===== config.mk =====
export PLATFORM = sky130hd
export DESIGN_NAME = ilp_entry_guard
export DESIGN_NICKNAME = d
export VERILOG_FILES = /design/src/rtl/ilp_pkg.sv /design/src/rtl/ilp_parity_gen.sv /design/src/rtl/ilp_entry_store.sv /design/src/rtl/ilp_check.sv /design/src/rtl/ilp_entry_guard.sv
export SDC_FILE = /design/constraint.sdc
export NUM_CORES = 1
export LEC_CHECK = 0
export ABC_CLOCK_PERIOD_IN_PS = 3800
export BUFFER_PORTS_ARGS = -buffer_cell sky130_fd_sc_hd__buf_2
export CORE_AREA = 2 2 408 410
export DETAILED_ROUTE_END_ITERATION = 10
export DIE_AREA = 0 0 410 412
export PLACE_DENSITY = 0.5
export SETUP_SLACK_MARGIN = 0.4
export SLEW_MARGIN = 20
export SYNTH_ARGS = -nofsm -noshare
export SYNTH_HDL_FRONTEND = slang
export SYNTH_SLANG_ARGS = --single-unit
export TNS_END_PERCENT = 5

===== constraint.sdc =====
create_clock -name clk -period 3.8 [get_ports clk]
set_input_delay 0.76 -clock clk [delete_from_list [all_inputs] [get_ports clk]]
set_output_delay 0.76 -clock clk [all_outputs]
set_load 0.03 [all_outputs]

===== src/rtl/ilp_pkg.sv =====
package ilp_pkg;
    localparam int unsigned DEF_PAYLOAD_W = 71;
    localparam int unsigned DEF_ENTRIES   = 16;

    typedef enum logic [1:0] {
        LK_MISS  = 2'd0,
        LK_HIT   = 2'd1,
        LK_FAULT = 2'd2
    } lookup_e;
endpackage


===== src/rtl/ilp_parity_gen.sv =====
module ilp_parity_gen #(
    parameter int unsigned WIDTH = 71
) (
    input  logic [WIDTH-1:0] data,
    output logic             par_even,
    output logic             par_odd
);
    logic [WIDTH-1:0] even_sel;
    logic [WIDTH-1:0] odd_sel;

    for (genvar i = 0; i < WIDTH; i++) begin : g_split
        if ((i % 2) == 0) begin : g_even
            assign even_sel[i] = data[i];
            assign odd_sel[i]  = 1'b0;
        end else begin : g_odd
            assign even_sel[i] = 1'b0;
            assign odd_sel[i]  = data[i];
        end
    end

    assign par_even = ^even_sel;
    assign par_odd  = ^odd_sel;
endmodule


===== src/rtl/ilp_entry_store.sv =====
module ilp_entry_store #(
    parameter int unsigned ENTRIES = 16,
    parameter int unsigned CW      = 73,
    localparam int unsigned IDX_W  = $clog2(ENTRIES)
) (
    input  logic             clk,
    input  logic             rst_n,
    input  logic             wr_en,
    input  logic [IDX_W-1:0] wr_idx,
    input  logic [CW-1:0]    wr_word,
    input  logic             kill_en,
    input  logic [IDX_W-1:0] kill_idx,
    input  logic [IDX_W-1:0] rd_idx,
    output logic [CW-1:0]    rd_word,
    output logic             rd_live
);
    logic [CW-1:0]      mem_d [ENTRIES];
    logic [CW-1:0]      mem_q [ENTRIES];
    logic [ENTRIES-1:0] live_d;
    logic [ENTRIES-1:0] live_q;

    always_comb begin
        live_d = live_q;
        for (int e = 0; e < ENTRIES; e++) begin
            mem_d[e] = mem_q[e];
        end
        // invalidation first, so a write to the same index wins
        if (kill_en) begin
            live_d[kill_idx] = 1'b0;
        end
        if (wr_en) begin
            mem_d[wr_idx]  = wr_word;
            live_d[wr_idx] = 1'b1;
        end
    end

    always_ff @(posedge clk or negedge rst_n) begin
        if (!rst_n) begin
            live_q <= '0;
        end else begin
            live_q <= live_d;
        end
    end

    always_ff @(posedge clk) begin
        for (int e = 0; e < ENTRIES; e++) begin
            mem_q[e] <= mem_d[e];
        end
    end

    assign rd_word = mem_q[rd_idx];
    assign rd_live = live_q[rd_idx];
endmodule


===== src/rtl/ilp_check.sv =====
module ilp_check #(
    parameter int unsigned WIDTH = 71,
    localparam int unsigned CW   = WIDTH + 2
) (
    input  logic             live,
    input  logic [CW-1:0]    word,
    output ilp_pkg::lookup_e status,
    output logic             err_even,
    output logic             err_odd
);
    import ilp_pkg::*;

    logic calc_even;
    logic calc_odd;

    ilp_parity_gen #(.WIDTH(WIDTH)) u_recalc (
        .data     (word[WIDTH-1:0]),
        .par_even (calc_even),
        .par_odd  (calc_odd)
    );

    always_comb begin
        err_even = 1'b0;
        err_odd  = 1'b0;
        status   = LK_MISS;
        if (live) begin
            err_even = calc_even ^ word[WIDTH];
            err_odd  = calc_odd ^ word[WIDTH+1];
            status   = (err_even || err_odd) ? LK_FAULT : LK_HIT;
        end
    end
endmodule


===== src/rtl/ilp_entry_guard.sv =====
module ilp_entry_guard #(
    parameter int unsigned PAYLOAD_W = ilp_pkg::DEF_PAYLOAD_W,
    parameter int unsigned ENTRIES   = ilp_pkg::DEF_ENTRIES,
    localparam int unsigned IDX_W    = $clog2(ENTRIES),
    localparam int unsigned CW       = PAYLOAD_W + 2
) (
    input  logic                 clk,
    input  logic                 rst_n,
    input  logic                 wr_en,
    input  logic [IDX_W-1:0]     wr_idx,
    input  logic [PAYLOAD_W-1:0] wr_payload,
    input  logic [CW-1:0]        wr_flip,
    input  logic                 rd_en,
    input  logic [IDX_W-1:0]     rd_idx,
    output logic                 rsp_valid,
    output logic                 rsp_hit,
    output logic [PAYLOAD_W-1:0] rsp_payload,
    output logic                 rsp_err_even,
    output logic                 rsp_err_odd,
    output logic                 refetch_req,
    output logic [IDX_W-1:0]     refetch_idx
);
    import ilp_pkg::*;

    typedef struct packed {
        logic                 valid;
        logic                 hit;
        logic [PAYLOAD_W-1:0] payload;
        logic                 err_even;
        logic                 err_odd;
        logic                 refetch;
        logic [IDX_W-1:0]     idx;
    } rsp_t;

    rsp_t rsp_d;
    rsp_t rsp_q;

    // write side: build the protected codeword
    logic          gen_even;
    logic          gen_odd;
    logic [CW-1:0] wr_word;

    ilp_parity_gen #(.WIDTH(PAYLOAD_W)) u_gen (
        .data     (wr_payload),
        .par_even (gen_even),
        .par_odd  (gen_odd)
    );

    assign wr_word = {gen_odd, gen_even, wr_payload} ^ wr_flip;

    // storage
    logic [CW-1:0] rd_word;
    logic          rd_live;
    logic          kill_en;

    ilp_entry_store #(.ENTRIES(ENTRIES), .CW(CW)) u_store (
        .clk      (clk),
        .rst_n    (rst_n),
        .wr_en    (wr_en),
        .wr_idx   (wr_idx),
        .wr_word  (wr_word),
        .kill_en  (kill_en),
        .kill_idx (rd_idx),
        .rd_idx   (rd_idx),
        .rd_word  (rd_word),
        .rd_live  (rd_live)
    );

    // read side: recompute and compare
    lookup_e chk_status;
    logic    chk_even;
    logic    chk_odd;

    ilp_check #(.WIDTH(PAYLOAD_W)) u_check (
        .live     (rd_live),
        .word     (rd_word),
        .status   (chk_status),
        .err_even (chk_even),
        .err_odd  (chk_odd)
    );

    assign kill_en = rd_en && (chk_status == LK_FAULT);

    always_comb begin
        rsp_d = '0;
        if (rd_en) begin
            rsp_d.valid = 1'b1;
            rsp_d.idx   = rd_idx;
            unique case (chk_status)
                LK_HIT: begin
                    rsp_d.hit     = 1'b1;
                    rsp_d.payload = rd_word[PAYLOAD_W-1:0];
                end
                LK_FAULT: begin
                    rsp_d.err_even = chk_even;
                    rsp_d.err_odd  = chk_odd;
                    rsp_d.refetch  = 1'b1;
                end
                default: begin
                    rsp_d.hit = 1'b0;
                end
            endcase
        end
    end

    always_ff @(posedge clk or negedge rst_n) begin
        if (!rst_n) begin
            rsp_q <= '0;
        end else begin
            rsp_q <= rsp_d;
        end
    end

    assign rsp_valid    = rsp_q.valid;
    assign rsp_hit      = rsp_q.hit;
    assign rsp_payload  = rsp_q.payload;
    assign rsp_err_even = rsp_q.err_even;
    assign rsp_err_odd  = rsp_q.err_odd;
    assign refetch_req  = rsp_q.refetch;
    assign refetch_idx  = rsp_q.idx;
endmodule


* Yosys cells after proc, flatten, opt, wreduce, memory -nomap -nowiden
Memory sizes are Yosys's and may differ from the RTL's. Cells that the tools add are included.
Word-level totals: memories kept 1, output and inout bits 80, input bits 156, word-level logic and storage cells 53, register bits 96, RAM bits 1168
Cells by class: reduce and logical (&&, ||, !) cells 9, bitwise operators 7, eq/ne operators 2, order comparisons 6, muxes and demuxes 20
Memories:
- u_store.mem_q | depth 16, bits a word 73, read ports 17, clocked after Yosys merged registers in 0, wr ports 16, line ilp_entry_store.sv:18 | logic [CW-1:0] mem_q [ENTRIES];
Operators by type and width (number):
- 1168-bit bitwise mux | 1
- 1168-bit 2-to-1 mux | 1
- 73-bit demux with 4-bit select | 1
- 71-bit parity | 4
- 80-bit 2-to-1 mux | 1
- 73-bit 2-to-1 mux | 1
- 73-bit bitwise XOR | 1
- 71-bit 2-to-1 mux | 1
- 16-bit 2-to-1 mux | 2
- 16-bit bitwise AND | 1
- 16-bit NOT | 1
- 16-bit bitwise OR | 1
- 4-bit by 5-bit less-than comparator with 1-bit output (second input constant) | 2
- 1-bit demux with 4-bit select | 2
- 4-bit by 1-bit greater-or-equal comparator with 1-bit output (second input constant) | 2
- 1-bit 2-to-1 mux | 6
- 5-bit greater-or-equal comparator (second input constant) | 1
- 5-bit by 1-bit less-than comparator with 1-bit output (second input constant) | 1
- 4-bit NOT with 5-bit output | 1
- 1-bit binary-select mux with 4-bit select | 1
- 1-bit logical AND | 4
- 2-bit 2-to-1 mux | 2
- 3-bit 2-to-1 mux | 1
- 2-bit by 1-bit equality test with 1-bit output (second input constant) | 1
- other kinds (3) | 4

* Logic depth before layout (Yosys ltp)
Gate-level depths: netlist (run 1). An unclocked memory read counts as a cell.
word-level depth 11, mapped depth 17, mapped depth without buffers 10

* Hierarchy
From an unflattened synthesis (run 1), not the netlist that was laid out.
Second synthesis, totals: cell total of the unflattened synthesis 2268, area, all modules 49249.7 sq um
By module, submodules not included:
- ilp_entry_store | seq. area each 35474.0 sq um, area an instance 44432.6 sq um, instances 1, cells each 1871
- ilp_entry_guard | seq. area each 2001.9 sq um, area an instance 3542.1 sq um, instances 1, cells each 256
- ilp_parity_gen | seq. area each 0.0 sq um, area an instance 614.3 sq um, instances 2, cells each 67
- ilp_check | seq. area each 0.0 sq um, area an instance 46.3 sq um, instances 1, cells each 7

* Worst setup path after synthesis (run 1)
No wires, ideal clock.
kind input to register, start input port wr_idx[0], end memory u_store.mem_q[0][0] (enable), setup time 0.597 ns, path buffers 0, arrival time 6.279 ns, cell stages on the path 2, slack -3.076 ns, cell sequence or3b_2 > nor3_1
RTL lines:
- start: declaration | line ilp_entry_guard.sv:10 | input logic [IDX_W-1:0] wr_idx,
- end: declaration | line ilp_entry_store.sv:18

* Worst setup path in the final report (run 1)
start input port rd_idx[0], end register rsp_q, in the netlist rsp_hit
On the way: word-level cells in the longest chain between the ends 9, elaborated cells on any way between the ends 13, those cells by class 1 x eq/ne; 6 x mux; 2 x bitwise; 3 x reduce/logical; 1 x memory
Ends and longest elaborated chain:
- start: declaration | line ilp_entry_guard.sv:14 | input logic [IDX_W-1:0] rd_idx,
- memory 16 x 73 bit
- 71-bit parity (on tied branches) | line ilp_parity_gen.sv:21, ilp_parity_gen.sv:22
- 1-bit bitwise XOR (on tied branches) | line ilp_check.sv:27, ilp_check.sv:28
- 1-bit logical OR | line ilp_check.sv:29 | status = (err_even || err_odd) ? LK_FAULT : LK_HIT;
- 2-bit 2-to-1 mux | line ilp_check.sv:29
- 2-bit 2-to-1 mux * | line ilp_check.sv:26 | if (live) begin
- 2-bit by 1-bit equality test with 1-bit output * | line ilp_entry_guard.sv:89 | unique case (chk_status)
- 1-bit 2-to-1 mux * | line ilp_entry_guard.sv:89
- 80-bit 2-to-1 mux * | line ilp_entry_guard.sv:86 | if (rd_en) begin
- end signal: assignment | line ilp_entry_guard.sv:110 | rsp_q <= rsp_d;
- end: declaration | line ilp_entry_guard.sv:36 | rsp_t rsp_q;
Mark *: on every way between the ends. The rest lies on a longest branch, timed or not. The select of a mux whose other input is x is not followed.

==> results of run 1 <==
==> worst max path at each step <==
| stage | cells after the start | to | from |
|---|---|---|---|
| 6_report | 20 | rsp_hit$_DFF_PN0_ | rd_idx[0] |
| 2_1_floorplan | 2 | u_store.mem_q[14][0]$_DFFE_PP_ | wr_idx[0] |
| 3_3_place_gp | 15 | rsp_payload[62]$_DFF_PN0_ | rd_idx[0] |
| 5_1_grt | 20 | rsp_hit$_DFF_PN0_ | rd_idx[0] |
| 3_5_place_dp | 16 | rsp_payload[41]$_DFF_PN0_ | rd_idx[0] |
| 4_1_cts | 18 | rsp_payload[23]$_DFF_PN0_ | rd_idx[0] |
==> registers in the layout, summed over array words and instances (netlist names) <==
register / cells
u_store.mem_q: 1168
refetch_idx: 4
rsp_payload: 71
rsp_err_even: 1
rsp_valid: 1
rsp_err_odd: 1
u_store.live_q: 16
refetch_req: 1
rsp_hit: 1
==> logic make-up (layout without fill, tap and decap cells) <==
group / count (synthesis) / in the layout / share of synthesized area
flip-flops: 1264 / 1264 / 0.7639
multiplexers: 316 / 316 / 0.1451
XOR/XNOR: 211 / 211 / 0.03838
AO/OA/AOI/OAI: 140 / 140 / 0.02387
AND/OR/NAND/NOR: 140 / 140 / 0.01625
buffers and inverters: 118 / 849 / 0.01255
other: 0 / 3 / 0
==> metrics by stage <==
step	area, sq um	instances	setup TNS (ns)	hold WS, ns	worst slack [ns]
detailed placement	55670	4793	-101.32	0.4605	-1.333
floorplan	49100	2189	-668.29	0.4444	-0.7979
global placement	55610	4793	-107.70	0.4550	-1.480
global route	62490	5110	-9.031	0.06407	-0.2451
CTS	61870	5098	-0.5523	0.009927	-0.05559
finish	62490	5112	-4.391	0.01350	-0.1593
==> metal layers <==
metal | track usage | wire (microns)
met4 | 0.04817 | 3339
met5 | 0 | 11
met2 | 0.2792 | 70220
met1 | 0.2285 | 61890
met3 | 0.03166 | 7968
==> power groups by stage <==
| stage | Sequential (uW) | Clock [uW] | Combinational, uW |
|---|---|---|---|
| after global routing | 16700 | 14000 | 13100 |
| after global placement | 17000 | 0 | 8300 |
| after detailed placement | 17000 | 0 | 8420 |
| final | 16700 | 13200 | 12400 |
| after floorplan | 17400 | 0 | 3940 |
| after CTS | 16700 | 13500 | 12100 |
==> cell type report <==
cell class              instances  area (sq um)  share of cell area
diodes                          3         7.507           0.0001201
clock buffers                 169          3617             0.05788
clock inverters                72         829.5             0.01327
multi-input cells             807         12420              0.1987
flip-flops and latches       1264         37480              0.5997
well taps                    2189          2739             0.04383
repair buffers                608          5406             0.08651
==> repair_timing <==
action	in CTS	in global routing
pin swaps	50	48
setup buffers	55	11
hold buffers	0	0
setup endpoints to repair	91	91
resized for setup	154	44
cloned	9	0
==> synthesized netlist by cell type, types with 2 or more instances <==
cell type / instances / area, sq um
sky130_fd_sc_hd__buf_2: 33 / 165.2
sky130_fd_sc_hd__buf_4: 11 / 82.58
sky130_fd_sc_hd__a22o_1: 44 / 385.4
sky130_fd_sc_hd__nand2b_1: 6 / 37.54
sky130_fd_sc_hd__nor4_1: 48 / 300.3
sky130_fd_sc_hd__nor2_1: 15 / 56.30
sky130_fd_sc_hd__xor2_1: 93 / 814.5
sky130_fd_sc_hd__a21o_1: 16 / 120.1
sky130_fd_sc_hd__xnor3_1: 2 / 45.04
sky130_fd_sc_hd__nor2b_1: 4 / 25.02
sky130_fd_sc_hd__a221oi_1: 36 / 315.3
sky130_fd_sc_hd__nand3b_1: 2 / 15.01
sky130_fd_sc_hd__dfrtp_1: 96 / 2402
sky130_fd_sc_hd__xnor2_1: 115 / 1007
sky130_fd_sc_hd__a22oi_1: 20 / 150.1
sky130_fd_sc_hd__nor3_1: 13 / 65.06
sky130_fd_sc_hd__mux4_2: 316 / 7117
sky130_fd_sc_hd__edfxtp_1: 1168 / 35070
sky130_fd_sc_hd__o21ai_1: 16 / 80.08
sky130_fd_sc_hd__a221oi_2: 8 / 120.1
sky130_fd_sc_hd__clkbuf_1: 56 / 210.2
sky130_fd_sc_hd__buf_6: 12 / 135.1
sky130_fd_sc_hd__buf_1: 6 / 22.52
sky130_fd_sc_hd__and2_1: 34 / 212.7
sky130_fd_sc_hd__nand2_1: 14 / 52.55
==> impl_metrics.yaml, run 1 <==
run:
  max_cap_violations: 0
sta:
  max_clock_freq_mhz: 252.6
  rsz0062_at_grt: "yes"
  timing.final.crit_share: 1.042
  setup_violations: 47
  postLayoutSetupSlackWorst_ns: -0.1593
  period_minus_slack_ns: 3.959
  maxSlewViolCount: 0
  worst_slew_pin_slew_ns: 1.089
  hold_viol: 0
  clock_skew_ns: 0.03087
  max_slew_margin: 0.2718
power:
  seq_power_share: 0.395
  sw_frac_of_total: 0.3231
  power.total_uw: 42270
  clkPwrFrac: 0.311
  vdd.ir_drop.worst_uv: 3903
  power.leakage_uw: 0.02102
  intPower_uw: 28610
  comb_power_share: 0.294
  power-per-cell-area_nw_per_um2: 676.4
  power.net_switching_uw: 13660
worst_setup_path:
  worst_path_dominant_cell_family: "buffers and inverters"
  worst_ep_arrival_time_ns: 4.64
  r2r.worst_path.cells: 16
  reg2reg_from: "u_store.mem_q[12][15]$_DFFE_PP_"
  critical_path.cell_chain: "buf_16, buf_8, buf_16, buf_12, mux4_2, a22o_1, a221oi_4, buf_6, xnor2_2, xnor2_2, buf_4, xnor2_2, xnor3_2, xnor2_2, buf_6, nor3_4, buf_12, buf_8, buf_16, buf_12"
  start_kind: "input pin"
  critPathBufInv: 11
  cp_max_fo: 9
  critPathSlowestCell: "sky130_fd_sc_hd__mux4_2"
  timing.critical_path.to_type: "register"
  cpPeakStageDelay_ns: 0.51
  worst_ep_required_time_ns: 4.48
  reg2reg_setup_slack_ns: 0
  critical-path-top-cell-by-count: "sky130_fd_sc_hd__xnor2_2"
  critPathKind: "in2reg"
  reg2reg_to: "rsp_hit$_DFF_PN0_"
logic_synthesis:
  edff_count_synth: 1168
  postSynthCellCount: 2189
  synthesis.nets: 2345
  synthesis.area_sq_um: 49060
  synth-async-reset-ratio: 0.07595
  portion_of_the_post_synthesis_area_used_by_sequential_elements: 0.7639
  synth_cell_type_count: 30
  ys.warnings.count: 0
  yosys_most_used_dff: "sky130_fd_sc_hd__edfxtp_1"
  number_of_synthesized_register_bits: 1264
  postSynthAreaPerCell_sq_um: 22.41
route:
  detailedRoute.firstPassIterationCount: 5
  drcViolationCount: 0
  aggregate_routed_wire_length_microns: 143400
  detail_route.wl_per_cell_microns: 28.06
  ant_nets: 0
  detail_route.iter0.violations: 2251
  routed_via_density: 4.907
  dr_total_vias: 25090
placed_design:
  port_bufs: 235
  weighted_congestion_at_the_end_of_routability_driven_global_placement: 0.7440
  post-dp-hpwl_microns: 85000
floorplan:
  die_w_microns: 410
  die_outline_area_sq_um: 168900
  design.core.area_sq_um: 164200
  die-height_microns: 412
  initial_utilization: 0.2987
  io-pin-count: 236
  floorplan.rows: 149
clocking:
  numCtsBuffers: 134
  clk_path_buf_depth: 3
  worst_skew_pair.late_latency_ns: 0.77
  total_clock_sinks: 1264
  root_buffer: "sky130_fd_sc_hd__clkbuf_16"
  tritoncts: "built"
  htree_levels: 4
  worst_setup_hold_path_clk_slew_ns: 0.05
grt:
  first_global_vias: 26850
  grt_start_max_net_pins: 75
  track_usage: 0.1692
  antenna_found_initial: 6
  overflow: 0
  grt_pass1_wl_microns: 200800
finish:
  fraction_of_final_layout_cells_with_drive_strength_greater_than_1: 0.4425
  final_nets: 2971
  mostFrequentLayoutCells: "sky130_fd_sc_hd__edfxtp_1, sky130_fd_sc_hd__mux4_2, sky130_fd_sc_hd__buf_4"
  postLayoutCoreUtil: 0.3805
  area_growth_pct: 27.38
  fillers: 14670
  mostFrequentLayoutCell: "sky130_fd_sc_hd__edfxtp_1"
worst_hold_path:
  min-delay-path-class: "in2async"
outcome:
  failed_checks: "negative setup slack"
  run_status: "finished, violations left"
No activity file was read; power rests on OpenSTA's default activity.
==> inputs of run 2 (changes only) <==
--- a/config.mk
+++ b/config.mk
@@ -11,6 +11,7 @@
 export DETAILED_ROUTE_END_ITERATION = 10
 export DIE_AREA = 0 0 410 412
 export PLACE_DENSITY = 0.5
+export REMOVE_ABC_BUFFERS = 1
 export SETUP_SLACK_MARGIN = 0.4
 export SLEW_MARGIN = 20
 export SYNTH_ARGS = -nofsm -noshare
==> run 2 against run 1 <==
Against the previous run: the flow still finishes with violations (negative setup slack); register-to-register slack gained 0.11 ns; non-clock buffer count shrank 18; die area did not move; critical path type unchanged; critical endpoint is now rsp_payload[41]$_DFF_PN0_; largest power group unchanged.
==> impl_metrics.yaml, run 2 (same netlist as run 1, synthesis figures left out) <==
grt:
  track_usage: 0.1614
  antenna_found_initial: 6
  grt_busiest_layer: "met2"
  grt_start_max_net_pins: 87
  overflow: 0
  first_global_vias: 26760
  global_route.usage.met1: 0.2131
  grt_pass1_wl_microns: 194200
  globalRouteMet2Util: 0.2800
  gr_met3_demand_resource: 0.02235
sta:
  period_minus_slack_ns: 3.841
  worst_slew_pin_slew_ns: 1.127
  timing.hold.ws_ns: 0.3050
  rsz0062_at_grt: "yes"
  hold_viol: 0
  setup_violations: 41
  max_clock_freq_mhz: 260.4
  max_slew_margin: 0.2463
  postLayoutSetupSlackWorst_ns: -0.04068
  clock_skew_ns: 0.02557
  maxSlewViolCount: 0
  timing.final.crit_share: 1.011
finish:
  mostFrequentLayoutCells: "sky130_fd_sc_hd__edfxtp_1, sky130_fd_sc_hd__mux4_2, sky130_fd_sc_hd__buf_4"
  fraction_of_final_layout_cells_with_drive_strength_greater_than_1: 0.4297
  final_nets: 2939
  max_reg_flops: 1168
  postLayoutCoreUtil: 0.3738
  mostFrequentLayoutCell: "sky130_fd_sc_hd__edfxtp_1"
  regMostFlops: "u_store.mem_q"
  area_growth_pct: 25.15
route:
  detail_route.iter0.violations: 1985
  ant_nets: 0
  detailedRoute.firstPassIterationCount: 5
  drcViolationCount: 0
  detail_route.wl_per_cell_microns: 27.08
  dr_total_vias: 24550
  aggregate_routed_wire_length_microns: 137500
  routed_via_density: 4.836
placed_design:
  post-dp-hpwl_microns: 77050
  weighted_congestion_at_the_end_of_routability_driven_global_placement: 0.7531
  port_bufs: 235
floorplan:
  io-pin-count: 236
  die_outline_area_sq_um: 168900
  design.core.area_sq_um: 164200
  floorplan.rows: 149
  die_w_microns: 410
  die-height_microns: 412
  initial_utilization: 0.2987
worst_setup_path:
  timing.critical_path.to_type: "register"
  start_kind: "input pin"
  worst_ep_arrival_time_ns: 4.48
  reg2reg_setup_slack_ns: 0.11
  worst_ep_required_time_ns: 4.44
  cp_max_fo: 7
  critPathKind: "in2reg"
clocking:
  total_clock_sinks: 1264
  root_buffer: "sky130_fd_sc_hd__clkbuf_16"
  numCtsBuffers: 120
  worst_setup_hold_path_clk_slew_ns: 0.06
  tritoncts: "built"
  worst_skew_pair.late_latency_ns: 0.72
  htree_levels: 3
  clk_path_buf_depth: 3
outcome:
  failed_checks: "negative setup slack"
  run_status: "finished, violations left"
worst_hold_path:
  min-delay-path-class: "in2reg"
power:
  power-per-cell-area_nw_per_um2: 634.6
  vdd.ir_drop.worst_uv: 1453
  power.leakage_uw: 0.02057
run:
  max_cap_violations: 0
[run 2: cell count changes in the layout (fill, tap and decap cells not counted), moves of 8 or more]
cell                        before  now
sky130_fd_sc_hd__nor4_4         30    9
sky130_fd_sc_hd__nor4_1          7   22
sky130_fd_sc_hd__clkbuf_16     136  122
sky130_fd_sc_hd__xnor2_1        90  100
sky130_fd_sc_hd__and2_1         26   17
sky130_fd_sc_hd__and2_4          7   16
sky130_fd_sc_hd__buf_4         264  255
sky130_fd_sc_hd__clkinv_2       16   25
sky130_fd_sc_hd__xnor2_2        21   13
[run 2: cell type report]
type | count | area (sq um)
Multi-Input combinational cell | 807 | 12070
Tap cell | 2189 | 2739
Fill cell | 14850 | 102800
Sequential cell | 1264 | 37480
Timing Repair Buffer | 590 | 5170
Antenna cell | 1 | 2.502
Clock inverter | 66 | 664.4
Clock buffer | 159 | 3282
[run 2: power breakdown]
part | total, uW | switching (uW) | internal, uW | leakage [uW]
Combinational | 10400 | 6550 | 3810 | 0.00680
Sequential | 16600 | 265 | 16300 | 0.0118
Clock | 12000 | 5080 | 6930 | 0.00194
[run 2: path summary, 6_finish.rpt]
check / from / to / depth (start not counted)
hold reg to reg: u_store.live_q[9]$_DFF_PN0_ / u_store.live_q[9]$_DFF_PN0_ / 1
setup / recovery: rd_idx[0] / rsp_payload[41]$_DFF_PN0_ / 15
hold / removal: rd_en / rsp_valid$_DFF_PN0_ / 1
min in group asynchronous: rst_n / rsp_payload[9]$_DFF_PN0_ / 2
setup reg to reg: u_store.mem_q[11][41]$_DFFE_PP_ / rsp_payload[41]$_DFF_PN0_ / 13
max in group asynchronous: rst_n / refetch_idx[2]$_DFF_PN0_ / 4
[run 2: stage by stage]
step	cell area (sq um)	worst slack, ns	TNS [ns]	std cells	power [uW]
global route	61400	-0.1353	-7.290	5076	40400
detailed placement	55850	-1.406	-113.77	4810	25760
global placement	55800	-1.398	-113.15	4810	25580
CTS	61010	-0.02799	-0.2604	5073	39230
finish	61400	-0.04068	-0.6417	5076	38960
floorplan	48440	-3.809	-1864.83	2071	19770
[run 2: routing by layer]
| layer | wire length (microns) | vias up |
|---|---|---|
| met5 | 21 | - |
| met4 | 2642 | 4 |
| met3 | 5971 | 134 |
| met2 | 69850 | 638 |
| met1 | 58980 | 13450 |
| li1 | - | 10330 |
[run 2: critical path: stages]
cell                      delay, ns
sky130_fd_sc_hd__buf_16        0.15
sky130_fd_sc_hd__buf_16        0.16
sky130_fd_sc_hd__buf_12        0.13
sky130_fd_sc_hd__mux4_2        0.52
sky130_fd_sc_hd__mux4_2        0.58
sky130_fd_sc_hd__xor2_4        0.23
sky130_fd_sc_hd__xnor2_2       0.15
sky130_fd_sc_hd__xnor2_2       0.26
sky130_fd_sc_hd__xnor3_2       0.55
sky130_fd_sc_hd__xnor2_4       0.17
sky130_fd_sc_hd__buf_12        0.15
sky130_fd_sc_hd__nor3_4        0.19
sky130_fd_sc_hd__buf_6         0.19
sky130_fd_sc_hd__buf_12        0.13
sky130_fd_sc_hd__and2_1        0.13
[run 2: repair_timing]
item	4_1_cts	5_1_grt
endpoints found under the setup margin	91	91
hold buffers	0	1
gates resized for setup	125	14
cloned	7	0
endpoints found under the hold margin	0	26
pin swaps	36	9
setup buffers	31	0
